[config.mk]
export PLATFORM = sky130hd
export DESIGN_NAME = cplx_slice_assembler
export DESIGN_NICKNAME = d
export VERILOG_FILES = /design/src/rtl/asm_pkg.sv /design/src/rtl/asm_mode_latch.sv /design/src/rtl/asm_slice_shift.sv /design/src/rtl/asm_pair_fsm.sv /design/src/rtl/cplx_slice_assembler.sv
export SDC_FILE = /design/constraint.sdc
export NUM_CORES = 1
export LEC_CHECK = 0
export BUFFER_PORTS_ARGS = -buffer_cell sky130_fd_sc_hd__buf_2
export CAP_MARGIN = 25
export CORE_AREA = 3 3 88 57
export CTS_CLUSTER_DIAMETER = 120
export DETAILED_ROUTE_END_ITERATION = 10
export DIE_AREA = 0 0 91 60
export GPL_TIMING_DRIVEN = 0
export PLACE_DENSITY = 0.72
export RECOVER_POWER = 25
export SYNTH_ARGS = -nofsm -noshare
export SYNTH_HDL_FRONTEND = slang
export SYNTH_SLANG_ARGS = --single-unit
[constraint.sdc]
create_clock -name clk -period 2.1 [get_ports clk]
set_clock_uncertainty 0.05 [all_clocks]
set_input_delay 0.105 -clock clk [delete_from_list [all_inputs] [get_ports clk]]
set_output_delay 0.105 -clock clk [all_outputs]
set_load 0.02 [all_outputs]
[src/rtl/asm_pkg.sv]
package asm_pkg;
    typedef enum logic [1:0] {
        MD_FULL     = 2'b00,
        MD_HALF     = 2'b01,
        MD_QUART    = 2'b10,
        MD_FULL_ALT = 2'b11
    } bus_mode_e;

    typedef enum logic [1:0] {
        ST_HALT   = 2'b00,
        ST_WANT_I = 2'b01,
        ST_WANT_Q = 2'b10
    } pair_state_e;

    localparam int SLICE_CNT_W = 2;
endpackage

[src/rtl/asm_mode_latch.sv]
module asm_mode_latch
    import asm_pkg::*;
(
    input  logic       clk,
    input  logic       rst_n,
    input  logic       en,
    input  logic [1:0] mode_in,
    output bus_mode_e  act_mode
);
    always_ff @(posedge clk) begin
        if (!rst_n) begin
            act_mode <= MD_FULL;
        end else if (!en) begin
            act_mode <= bus_mode_e'(mode_in);
        end
    end
endmodule

[src/rtl/asm_slice_shift.sv]
module asm_slice_shift
    import asm_pkg::*;
#(
    parameter int WORD_W = 12
) (
    input  logic              clk,
    input  logic              rst_n,
    input  logic              en,
    input  bus_mode_e         act_mode,
    input  logic [WORD_W-1:0] bus_in,
    output logic              word_done,
    output logic [WORD_W-1:0] word
);
    localparam int HALF_W  = WORD_W / 2;
    localparam int QUART_W = WORD_W / 4;

    logic [SLICE_CNT_W-1:0] cnt;
    logic [SLICE_CNT_W-1:0] last_idx;
    logic [WORD_W-1:0]      acc;
    logic [WORD_W-1:0]      acc_nxt;

    always_comb begin
        unique case (act_mode)
            MD_HALF: begin
                last_idx = SLICE_CNT_W'(1);
                acc_nxt  = {acc[WORD_W-HALF_W-1:0], bus_in[HALF_W-1:0]};
            end
            MD_QUART: begin
                last_idx = SLICE_CNT_W'(3);
                acc_nxt  = {acc[WORD_W-QUART_W-1:0], bus_in[QUART_W-1:0]};
            end
            MD_FULL, MD_FULL_ALT: begin
                last_idx = '0;
                acc_nxt  = bus_in;
            end
            default: begin
                last_idx = '0;
                acc_nxt  = bus_in;
            end
        endcase
    end

    assign word_done = en && (cnt == last_idx);
    assign word      = acc_nxt;

    always_ff @(posedge clk) begin
        if (!rst_n || !en) begin
            cnt <= '0;
            acc <= '0;
        end else begin
            acc <= acc_nxt;
            cnt <= word_done ? '0 : cnt + SLICE_CNT_W'(1);
        end
    end
endmodule

[src/rtl/asm_pair_fsm.sv]
module asm_pair_fsm
    import asm_pkg::*;
#(
    parameter int WORD_W = 12
) (
    input  logic              clk,
    input  logic              rst_n,
    input  logic              en,
    input  logic              word_done,
    input  logic [WORD_W-1:0] word,
    output logic [WORD_W-1:0] i_word,
    output logic [WORD_W-1:0] q_word,
    output logic              pair_vld
);
    pair_state_e       state, state_nxt;
    logic [WORD_W-1:0] i_hold;
    logic              take_i, take_q;

    always_ff @(posedge clk) begin
        if (!rst_n) state <= ST_HALT;
        else        state <= state_nxt;
    end

    always_comb begin
        state_nxt = state;
        if (!en) begin
            state_nxt = ST_HALT;
        end else begin
            unique case (state)
                ST_HALT, ST_WANT_I: state_nxt = word_done ? ST_WANT_Q : ST_WANT_I;
                ST_WANT_Q:          state_nxt = word_done ? ST_WANT_I : ST_WANT_Q;
                default:            state_nxt = ST_HALT;
            endcase
        end
    end

    assign take_i = word_done && (state != ST_WANT_Q);
    assign take_q = word_done && (state == ST_WANT_Q);

    always_ff @(posedge clk) begin
        if (!rst_n) begin
            i_hold   <= '0;
            i_word   <= '0;
            q_word   <= '0;
            pair_vld <= 1'b0;
        end else begin
            pair_vld <= take_q;
            if (take_i) i_hold <= word;
            if (take_q) begin
                i_word <= i_hold;
                q_word <= word;
            end
        end
    end
endmodule

[src/rtl/cplx_slice_assembler.sv]
module cplx_slice_assembler
    import asm_pkg::*;
#(
    parameter int WORD_W = 12
) (
    input  logic              clk,
    input  logic              rst_n,
    input  logic              en,
    input  logic [1:0]        mode,
    input  logic [WORD_W-1:0] bus_in,
    output logic [WORD_W-1:0] i_word,
    output logic [WORD_W-1:0] q_word,
    output logic              pair_vld
);
    bus_mode_e         act_mode;
    logic              word_done;
    logic [WORD_W-1:0] word;

    asm_mode_latch u_mode (
        .clk      (clk),
        .rst_n    (rst_n),
        .en       (en),
        .mode_in  (mode),
        .act_mode (act_mode)
    );

    asm_slice_shift #(.WORD_W(WORD_W)) u_shift (
        .clk       (clk),
        .rst_n     (rst_n),
        .en        (en),
        .act_mode  (act_mode),
        .bus_in    (bus_in),
        .word_done (word_done),
        .word      (word)
    );

    asm_pair_fsm #(.WORD_W(WORD_W)) u_fsm (
        .clk       (clk),
        .rst_n     (rst_n),
        .en        (en),
        .word_done (word_done),
        .word      (word),
        .i_word    (i_word),
        .q_word    (q_word),
        .pair_vld  (pair_vld)
    );
endmodule

==> results.yml, run 1 <==
clock_tree:
  clk_latency_ns: 0.30
  htreeDepth: 2
  tritoncts: "yes"
  post_cts_buffers: 0
  numCtsBuffers: 5
  cts.path.max_buffers: 2
  clock-sinks: 52
  clk_pin_slew_worst_paths_ns: 0.09
  cts-root-buf: "clkbuf_8"
global_route:
  grt_pass1_wl_um: 7196
  grt_pass1_vias: 1480
  grt_use_total_pct: 17.04
  grt_max_degree: 17
  gr-total-overflow: 0
  antenna_found_initial: 0
routing:
  finalWirelength_um: 4323
  ant_nets: 0
  drc: 0
  dr.pass1.iters: 5
  first_iter_violations: 83
  via_per_inst: 4.940
  num_vias: 1566
  avgRoutedWirePerCell_um: 13.64
synth:
  synth_top_cell_area_share_pct: 49.61
  ys_types: 25
  synth_nets: 228
  ys_warn_count: 0
  synth_area_leader_cell: "dfxtp_1"
  synth.area.top_cells: "dfxtp_1, mux2i_1, nand2_1, a221o_1, nand2b_1"
  syn_inst: 208
  synthesis.area_mm2: 0.002098
  yosysSeqAreaShare_pct: 49.61
  yosys_register_bits: 52
  avgSynthCellArea_um2: 10.09
sta:
  slew_violations: 0
  finalSetupViolations: 0
  slew_headroom_pct: 62.41
  tightest_slew_ns: 0.5639
  tns_ns: 0
  finalHoldViolCount: 0
  fmax_ghz: 0.5135
  rsz0062_at_grt: "no"
  fin_ws_ns: 0.1527
  period_share_pct: 92.73
  period_needed_ns: 1.947
layout:
  mostFrequentLayoutCells: "dfxtp_1, nand2_1, mux2i_1"
  diodes: 0
  finalNetCount: 276
  mostFrequentLayoutCell: "dfxtp_1"
  layout-drive-gt1-share_pct: 17.12
  stdcell_count: 317
  area_growth_pct: 18.84
job:
  max_cap_violations: 0
critical_path:
  worstPathCellList: "inv_1 > ha_1 > xnor2_1 > and3_1 > buf_2 > mux2_2"
  critPathMaxStageDelay_ns: 0.43
  path_delay_family: "XOR/XNOR gates"
  cp_max_fo: 5
  crit_slowest_cell: "xnor2_1"
  worstPathRequired_ns: 2.25
  worstSetupPathType: "register to register"
  end_kind: "register"
  crit_path_start_kind: "register"
  crit_buf_inv: 2
  cp_data_arrival_time_ns: 2.10
floorplanning:
  num_io_pins: 42
  start_util_pct: 50.63
  die_x_um: 91
  core_mm2: 0.004144
  num_rows: 18
  die_area_mm2: 0.005460
  fp.dieH_um: 60
placement:
  place_inst: 307
  portBuffers: 39
  dp_slack_ns: 0.1443
  place_congestion: 0.7409
  post-dp-hpwl_um: 3181
power_and_ir_drop:
  ir_drop_mv: 0.4089
  p_leak_nw: 1.216
  powerDensity_mw_per_mm2: 788.2
  fin_total_pwr_w: 0.001965
run_status:
  status: "complete, no violations"
hold_path:
  hp-class: "input pin to register"
## per-stage QoR
stage               area (um^2)  util [%]  hold slack, ns
floorplan                  2098         -          0.2075
global placement           2369     57.16          0.3086
detailed placement         2369     57.16          0.3300
CTS                        2500     60.33        0.007138
global route               2494     60.18         0.02091
finish                     2494     60.18         0.01430
## synthesized netlist by cell type (all sizes together)
| library cell | number |
|---|---|
| dfxtp | 52 |
| nand2 | 43 |
| mux2i | 38 |
| nor2 | 11 |
| clkbuf | 8 |
| nand2b | 7 |
| a221o | 6 |
| buf | 6 |
| nand3 | 6 |
| and3 | 4 |
| and3b | 3 |
| ha | 3 |
| nor2b | 3 |
| o21a | 3 |
| o21ai | 3 |
| inv | 2 |
| mux2 | 2 |
| nand4 | 2 |
| nor3 | 2 |
| xnor2 | 2 |
| and2 | 1 |
| xor2 | 1 |
## worst paths after layout
check                           slack, ns  depth (start not counted)                 end               start
worst max-delay path                 0.15                          6      u_fsm.state[0]  u_mode.act_mode[0]
worst min-delay path                 0.01                          3  u_mode.act_mode[1]             mode[1]
worst max register to register       0.15                          6      u_fsm.state[0]  u_mode.act_mode[0]
worst min register to register       0.41                          2     u_fsm.i_word[6]     u_fsm.i_word[6]
## flip-flops by register name (all words and copies together) (netlist names)
name,flops
u_fsm.state,2
u_shift.acc,9
u_shift.cnt,2
u_fsm.i_hold,12
u_fsm.q_word,12
u_fsm.pair_vld,1
u_fsm.i_word,12
u_mode.act_mode,2
## per-layer routing
metal  vias to the layer above  share of wire (%)  track usage, %
met3                         7                5.2           4.403
met4                         0                1.1           5.794
met1                       723                 53           23.78
met5                         -                  0               0
li1                        792                  -               -
met2                        44                 41           25.84
## report_power, final
group | internal [W] | leakage [nW] | switching, W
Combinational | 0.000105 | 0.739 | 0.000135
Clock | 0.000353 | 0.0541 | 0.000330
Sequential | 0.00103 | 0.422 | 0.0000171
## layout make-up
type | instances | area [um^2]
multi-input combinational | 140 | 979.7
buffer | 14 | 81.33
tap | 60 | 75.07
fill | 410 | 1650
clock inverter | 3 | 42.54
clock buffer | 5 | 68.82
inverter | 2 | 7.507
sequential | 52 | 1041
timing repair buffer | 41 | 197.7
## logic make-up after synthesis
group           Yosys count  share of synthesized area (%)
flops                    52                          49.61
buf+inv                  16                          4.234
simple gates             82                          18.90
compound gates           12                          4.651
fa+ha+maj                 3                          1.789
mux                      40                          19.20
xor+xnor                  3                          1.610
## timing repair
action,4_1_cts,5_1_grt
gates resized for setup,0,1
hold endpoints to repair,2,0
hold buffers,2,0
setup endpoints to repair,0,2
## tightest hold or removal path, delay by kind of cell
family,cells,cell delay (ns)
buf+inv,1,0.07
simple gates,1,0.10
mux,1,0.05
No activity file was read; power rests on OpenSTA's default activity.
==> inputs of run 2 (changes only) <==
--- a/config.mk
+++ b/config.mk
@@ -7,12 +7,12 @@
 export LEC_CHECK = 0
 export BUFFER_PORTS_ARGS = -buffer_cell sky130_fd_sc_hd__buf_2
 export CAP_MARGIN = 25
-export CORE_AREA = 3 3 88 57
+export CORE_AREA = 3 3 104 66
 export CTS_CLUSTER_DIAMETER = 120
 export DETAILED_ROUTE_END_ITERATION = 10
-export DIE_AREA = 0 0 91 60
+export DIE_AREA = 0 0 107 69
 export GPL_TIMING_DRIVEN = 0
-export PLACE_DENSITY = 0.72
+export PLACE_DENSITY = 0.53
 export RECOVER_POWER = 25
 export SYNTH_ARGS = -nofsm -noshare
 export SYNTH_HDL_FRONTEND = slang
==> results.yml, run 2 (synthesis gave the netlist of run 1 again) <==
layout:
  mostFrequentLayoutCell: "dfxtp_1"
  num-fill-cells: 610
  multiInputGateArea_um2: 979.7
  regArea_mm2: 0.001041
  area_growth_pct: 17.71
  diodes: 0
  finalNetCount: 274
  layout-drive-gt1-share_pct: 16.54
  mostFrequentLayoutCells: "dfxtp_1, nand2_1, mux2i_1"
  reg_top3: "u_fsm.i_hold x12, u_fsm.i_word x12, u_fsm.q_word x12"
routing:
  drc: 0
  num_vias: 1537
  dr.pass1.iters: 4
  avgRoutedWirePerCell_um: 14.00
  first_iter_violations: 32
  via_per_inst: 4.547
  finalWirelength_um: 4732
  ant_nets: 0
sta:
  slew_violations: 0
  fmax_ghz: 0.5217
  period_share_pct: 91.27
  slew_headroom_pct: 59.53
  tns_ns: 0
  finalSetupViolations: 0
  tightest_slew_ns: 0.6070
  finalHoldViolCount: 0
  period_needed_ns: 1.917
  rsz0062_at_grt: "no"
  fin_ws_ns: 0.1833
power_and_ir_drop:
  p_leak_nw: 1.194
  p_switching_w: 0.0004577
  internal_power_w: 0.001356
  swShare_pct: 25.24
  combPwrFrac_pct: 13.3
  fin_total_pwr_w: 0.001814
  seqPwrFrac_pct: 57.5
  powerDensity_mw_per_mm2: 734.3
  ir_drop_mv: 0.2616
  clockPowerShare_pct: 29.2
critical_path:
  worstPathRequired_ns: 2.24
  cp_max_fo: 10
  reg2reg_from: "u_mode.act_mode[0]"
  crit_path_start_kind: "register"
  r2r_slack_ns: 0.18
  cp_data_arrival_time_ns: 2.06
  worstSetupPathType: "register to register"
  critPathCapture: "u_fsm.state[1]"
  end_kind: "register"
  ff2ff_path_depth: 7
  startpoint: "u_mode.act_mode[0]"
  crit-reg2reg-capture: "u_fsm.state[1]"
floorplanning:
  die_x_um: 107
  num_io_pins: 42
  num_rows: 22
  fp.dieH_um: 69
  start_util_pct: 34.81
  die_area_mm2: 0.007383
  core_mm2: 0.006028
clock_tree:
  clk_latency_ns: 0.29
  cts-root-buf: "clkbuf_8"
  cts_resized: 0
  cts_hold_buf: 0
  cts.path.max_buffers: 2
  tritoncts: "yes"
  post_cts_buffers: 0
  clk_pin_slew_worst_paths_ns: 0.09
  htreeDepth: 2
  numCtsBuffers: 5
  clock-sinks: 52
global_route:
  gr-total-overflow: 0
  grt_use_total_pct: 13.09
  grt_max_degree: 15
  grt_pass1_vias: 1420
  grt_pass1_wl_um: 7541
  antenna_found_initial: 0
placement:
  portBuffers: 39
  dp_slack_ns: 0.1454
  post-dp-hpwl_um: 3433
  place_congestion: 0.7122
job:
  max_cap_violations: 0
run_status:
  status: "complete, no violations"
hold_path:
  hp-class: "input pin to register"
[run 2: cell types whose count changed in the layout (fill, tap and decap cells not counted), sizes merged]
cell	previous run	this run
clkinvlp	1	0
dlygate4sd3	2	0
bufinv	1	0
clkbuf	27	28
[run 2: worst min-delay path by stage]
stage	start	endpoint	slack, ns	cells past startpoint
4_1_cts	mode[1]	u_mode.act_mode[1]	0.002	3
3_3_place_gp	mode[1]	u_mode.act_mode[1]	0.31	3
2_1_floorplan	bus_in[0]	u_shift.acc[0]	0.21	1
5_1_grt	mode[0]	u_mode.act_mode[0]	0.02	3
3_5_place_dp	mode[1]	u_mode.act_mode[1]	0.32	3
6_report	mode[1]	u_mode.act_mode[1]	0.01	3
[run 2: power groups by stage]
stage	logic, W	clock network [W]	registers, W
after floorplan	0.000172	0	0.00107
after global placement	0.000238	0	0.00106
after detailed placement	0.000240	0	0.00106
after CTS	0.000241	0.000556	0.00104
after global routing	0.000268	0.000597	0.00105
final	0.000241	0.000530	0.00104
[run 2: critical path, cell delays in order, from the launching register on]
cell and delay, ns:
dfxtp_1 0.36, inv_1 0.08, ha_1 0.27, buf_4 0.20, xor2_4 0.21, and3_1 0.17, buf_2 0.14, mux2_2 0.33
[run 2: routing by layer]
metal  track usage [%]  wire [um]
met1             20.32       2542
met2             17.78       1963
met3             3.742        215
met4             2.553         11
met5                 0          0
[run 2: cell type report]
| type | count | area share (%) |
|---|---|---|
| buffer | 14 | 3.293 |
| clock buffer | 6 | 2.938 |
| clock inverter | 1 | 0.2026 |
| inverter | 2 | 0.3040 |
| multi-input combinational | 140 | 39.67 |
| sequential | 52 | 42.15 |
| tap | 84 | 4.255 |
| timing repair buffer | 39 | 7.193 |
[run 2: through the flow]
step           cells  hold WS, ns  area [um^2]  util [%]
2_1_floorplan    208       0.2075         2098         -
3_3_place_gp     331       0.3105         2399     39.79
3_5_place_dp     331       0.3170         2399     39.79
4_1_cts          338     0.001575         2476     41.08
5_1_grt          338      0.02128         2470     40.97
6_report         338      0.01351         2470     40.97
==> inputs of run 3 (changes only) <==
--- a/config.mk
+++ b/config.mk
@@ -11,9 +11,12 @@
 export CTS_CLUSTER_DIAMETER = 120
 export DETAILED_ROUTE_END_ITERATION = 10
 export DIE_AREA = 0 0 107 69
+export GPL_ROUTABILITY_DRIVEN = 0
 export GPL_TIMING_DRIVEN = 0
+export MAX_ROUTING_LAYER = met4
 export PLACE_DENSITY = 0.53
 export RECOVER_POWER = 25
+export REMOVE_ABC_BUFFERS = 1
 export SYNTH_ARGS = -nofsm -noshare
 export SYNTH_HDL_FRONTEND = slang
 export SYNTH_SLANG_ARGS = --single-unit
==> results.yml, run 3 (synthesis gave the netlist of run 1 again) <==
run_status:
  status: "complete, no violations"
floorplanning:
  start_util_pct: 34.81
  core_mm2: 0.006028
  num_io_pins: 42
  num_rows: 22
  fp.dieH_um: 69
  die_x_um: 107
  die_area_mm2: 0.007383
routing:
  dr.pass1.iters: 4
  drc: 0
  avgRoutedWirePerCell_um: 13.13
  num_vias: 1477
  first_iter_violations: 21
  ant_nets: 0
  finalWirelength_um: 4281
  via_per_inst: 4.531
placement:
  dpl-instance-area_mm2: 0.002327
  portBuffers: 41
  post-dp-hpwl_um: 2843
critical_path:
  worstSetupPathType: "register to register"
  end_kind: "register"
  worstPathRequired_ns: 2.27
  cp_data_arrival_time_ns: 2.14
  crit_slowest_cell: "nand4_2"
  crit_buf_inv: 1
  crit_path_start_kind: "register"
  critPathMaxStageDelay_ns: 0.53
  worstPathCellList: "inv_2 > ha_4 > xor2_4 > nand4_2 > mux2i_1"
  path_delay_family: "simple AND/OR/NAND/NOR gates"
  cp_max_fo: 12
sta:
  rsz0062_at_grt: "yes"
  period_share_pct: 93.60
  slew_headroom_pct: 31.59
  tightest_slew_ns: 1.026
  finalSetupViolations: 0
  period_needed_ns: 1.966
  finalHoldViolCount: 0
  fmax_ghz: 0.5087
  slew_violations: 0
layout:
  multiInputGateArea_um2: 999.7
  finalNetCount: 262
  num-fill-cells: 636
  area_growth_pct: 15.44
  reg_top3: "u_fsm.i_hold x12, u_fsm.i_word x12, u_fsm.q_word x12"
  utilization_pct: 40.18
  layout-drive-gt1-share_pct: 18.18
  mostFrequentLayoutCells: "dfxtp_1, nand2_1, mux2i_1"
  stdcell_area_mm2: 0.002422
  mostFrequentLayoutCell: "dfxtp_1"
  regArea_mm2: 0.001042
  diodes: 0
global_route:
  antenna_found_initial: 0
  gr-total-overflow: 0
  grt_max_degree: 55
  grt_pass1_wl_um: 6789
  grt_use_total_pct: 12.02
  grt_pass1_vias: 1361
power_and_ir_drop:
  seqPwrFrac_pct: 57.5
  p_leak_nw: 1.174
  combPwrFrac_pct: 12.7
  p_switching_w: 0.0004620
  swShare_pct: 25.44
  fin_total_pwr_w: 0.001816
  internal_power_w: 0.001354
  ir_drop_mv: 0.2797
  clockPowerShare_pct: 29.8
  powerDensity_mw_per_mm2: 749.6
clock_tree:
  cts.path.max_buffers: 2
  cts-root-buf: "clkbuf_8"
  clk_pin_slew_worst_paths_ns: 0.09
  post_cts_buffers: 0
  tritoncts: "yes"
  clock-sinks: 52
  clk_latency_ns: 0.30
  numCtsBuffers: 5
  cts_hold_buf: 0
  htreeDepth: 2
hold_path:
  hp-class: "input pin to register"
job:
  max_cap_violations: 0
run 3: layout make-up:
| class | instances | share of cell area (%) |
|---|---|---|
| clock buffer | 6 | 2.996 |
| clock inverter | 1 | 0.2066 |
| inverter | 2 | 0.3099 |
| multi-input combinational | 140 | 41.27 |
| sequential | 52 | 43.03 |
| tap | 84 | 4.339 |
| timing repair buffer | 41 | 7.851 |
run 3: per-layer routing:
metal / vias to the layer above / global-route usage [%] / part of all wire, %
met1: 668 / 16.97 / 54
li1: 766 / - / -
met3: 6 / 4.397 / 6.0
met4: 0 / 2.979 / 0.84
met2: 37 / 16.18 / 39
met5: - / - / 0
run 3: worst paths after layout:
check,slack (ns),startpoint,cells past startpoint,endpoint
worst min-delay path,0.01,mode[0],3,u_mode.act_mode[0]
worst max register to register,0.13,u_mode.act_mode[0],5,u_fsm.i_hold[9]
worst max-delay path,0.13,u_mode.act_mode[0],5,u_fsm.i_hold[9]
worst min register to register,0.41,u_fsm.i_word[7],2,u_fsm.i_word[7]
run 3: per-stage QoR:
stage | setup TNS (ns) | hold slack [ns] | cells | setup WS [ns]
after floorplan | 0 | 0.1832 | 194 | 0.2108
after global routing | -0.03910 | 0.01681 | 326 | -0.01585
final | 0 | 0.01423 | 326 | 0.1343
after detailed placement | -5.542 | 0.3210 | 319 | -0.1864
after CTS | -0.03136 | 0.003480 | 326 | -0.01493
after global placement | -4.247 | 0.3179 | 319 | -0.1368
run 3: timing repair:
item | in CTS | in global routing
gates resized for setup | 2 | 4
pin swaps | 0 | 2
endpoints found under the setup margin | 36 | 36
run 3: worst reg2reg max path, stage by stage (launching register included):
cell	delay (ns)
dfxtp_2	0.36
inv_2	0.06
ha_4	0.36
xor2_4	0.22
nand4_2	0.53
mux2i_1	0.33
run 3: power by group through the flow:
stage	registers [W]	logic, W	clock network, W
after floorplan	0.00107	0.000146	0
after global placement	0.00106	0.000220	0
after detailed placement	0.00107	0.000223	0
after CTS	0.00104	0.000229	0.000567
after global routing	0.00105	0.000254	0.000607
final	0.00104	0.000230	0.000541
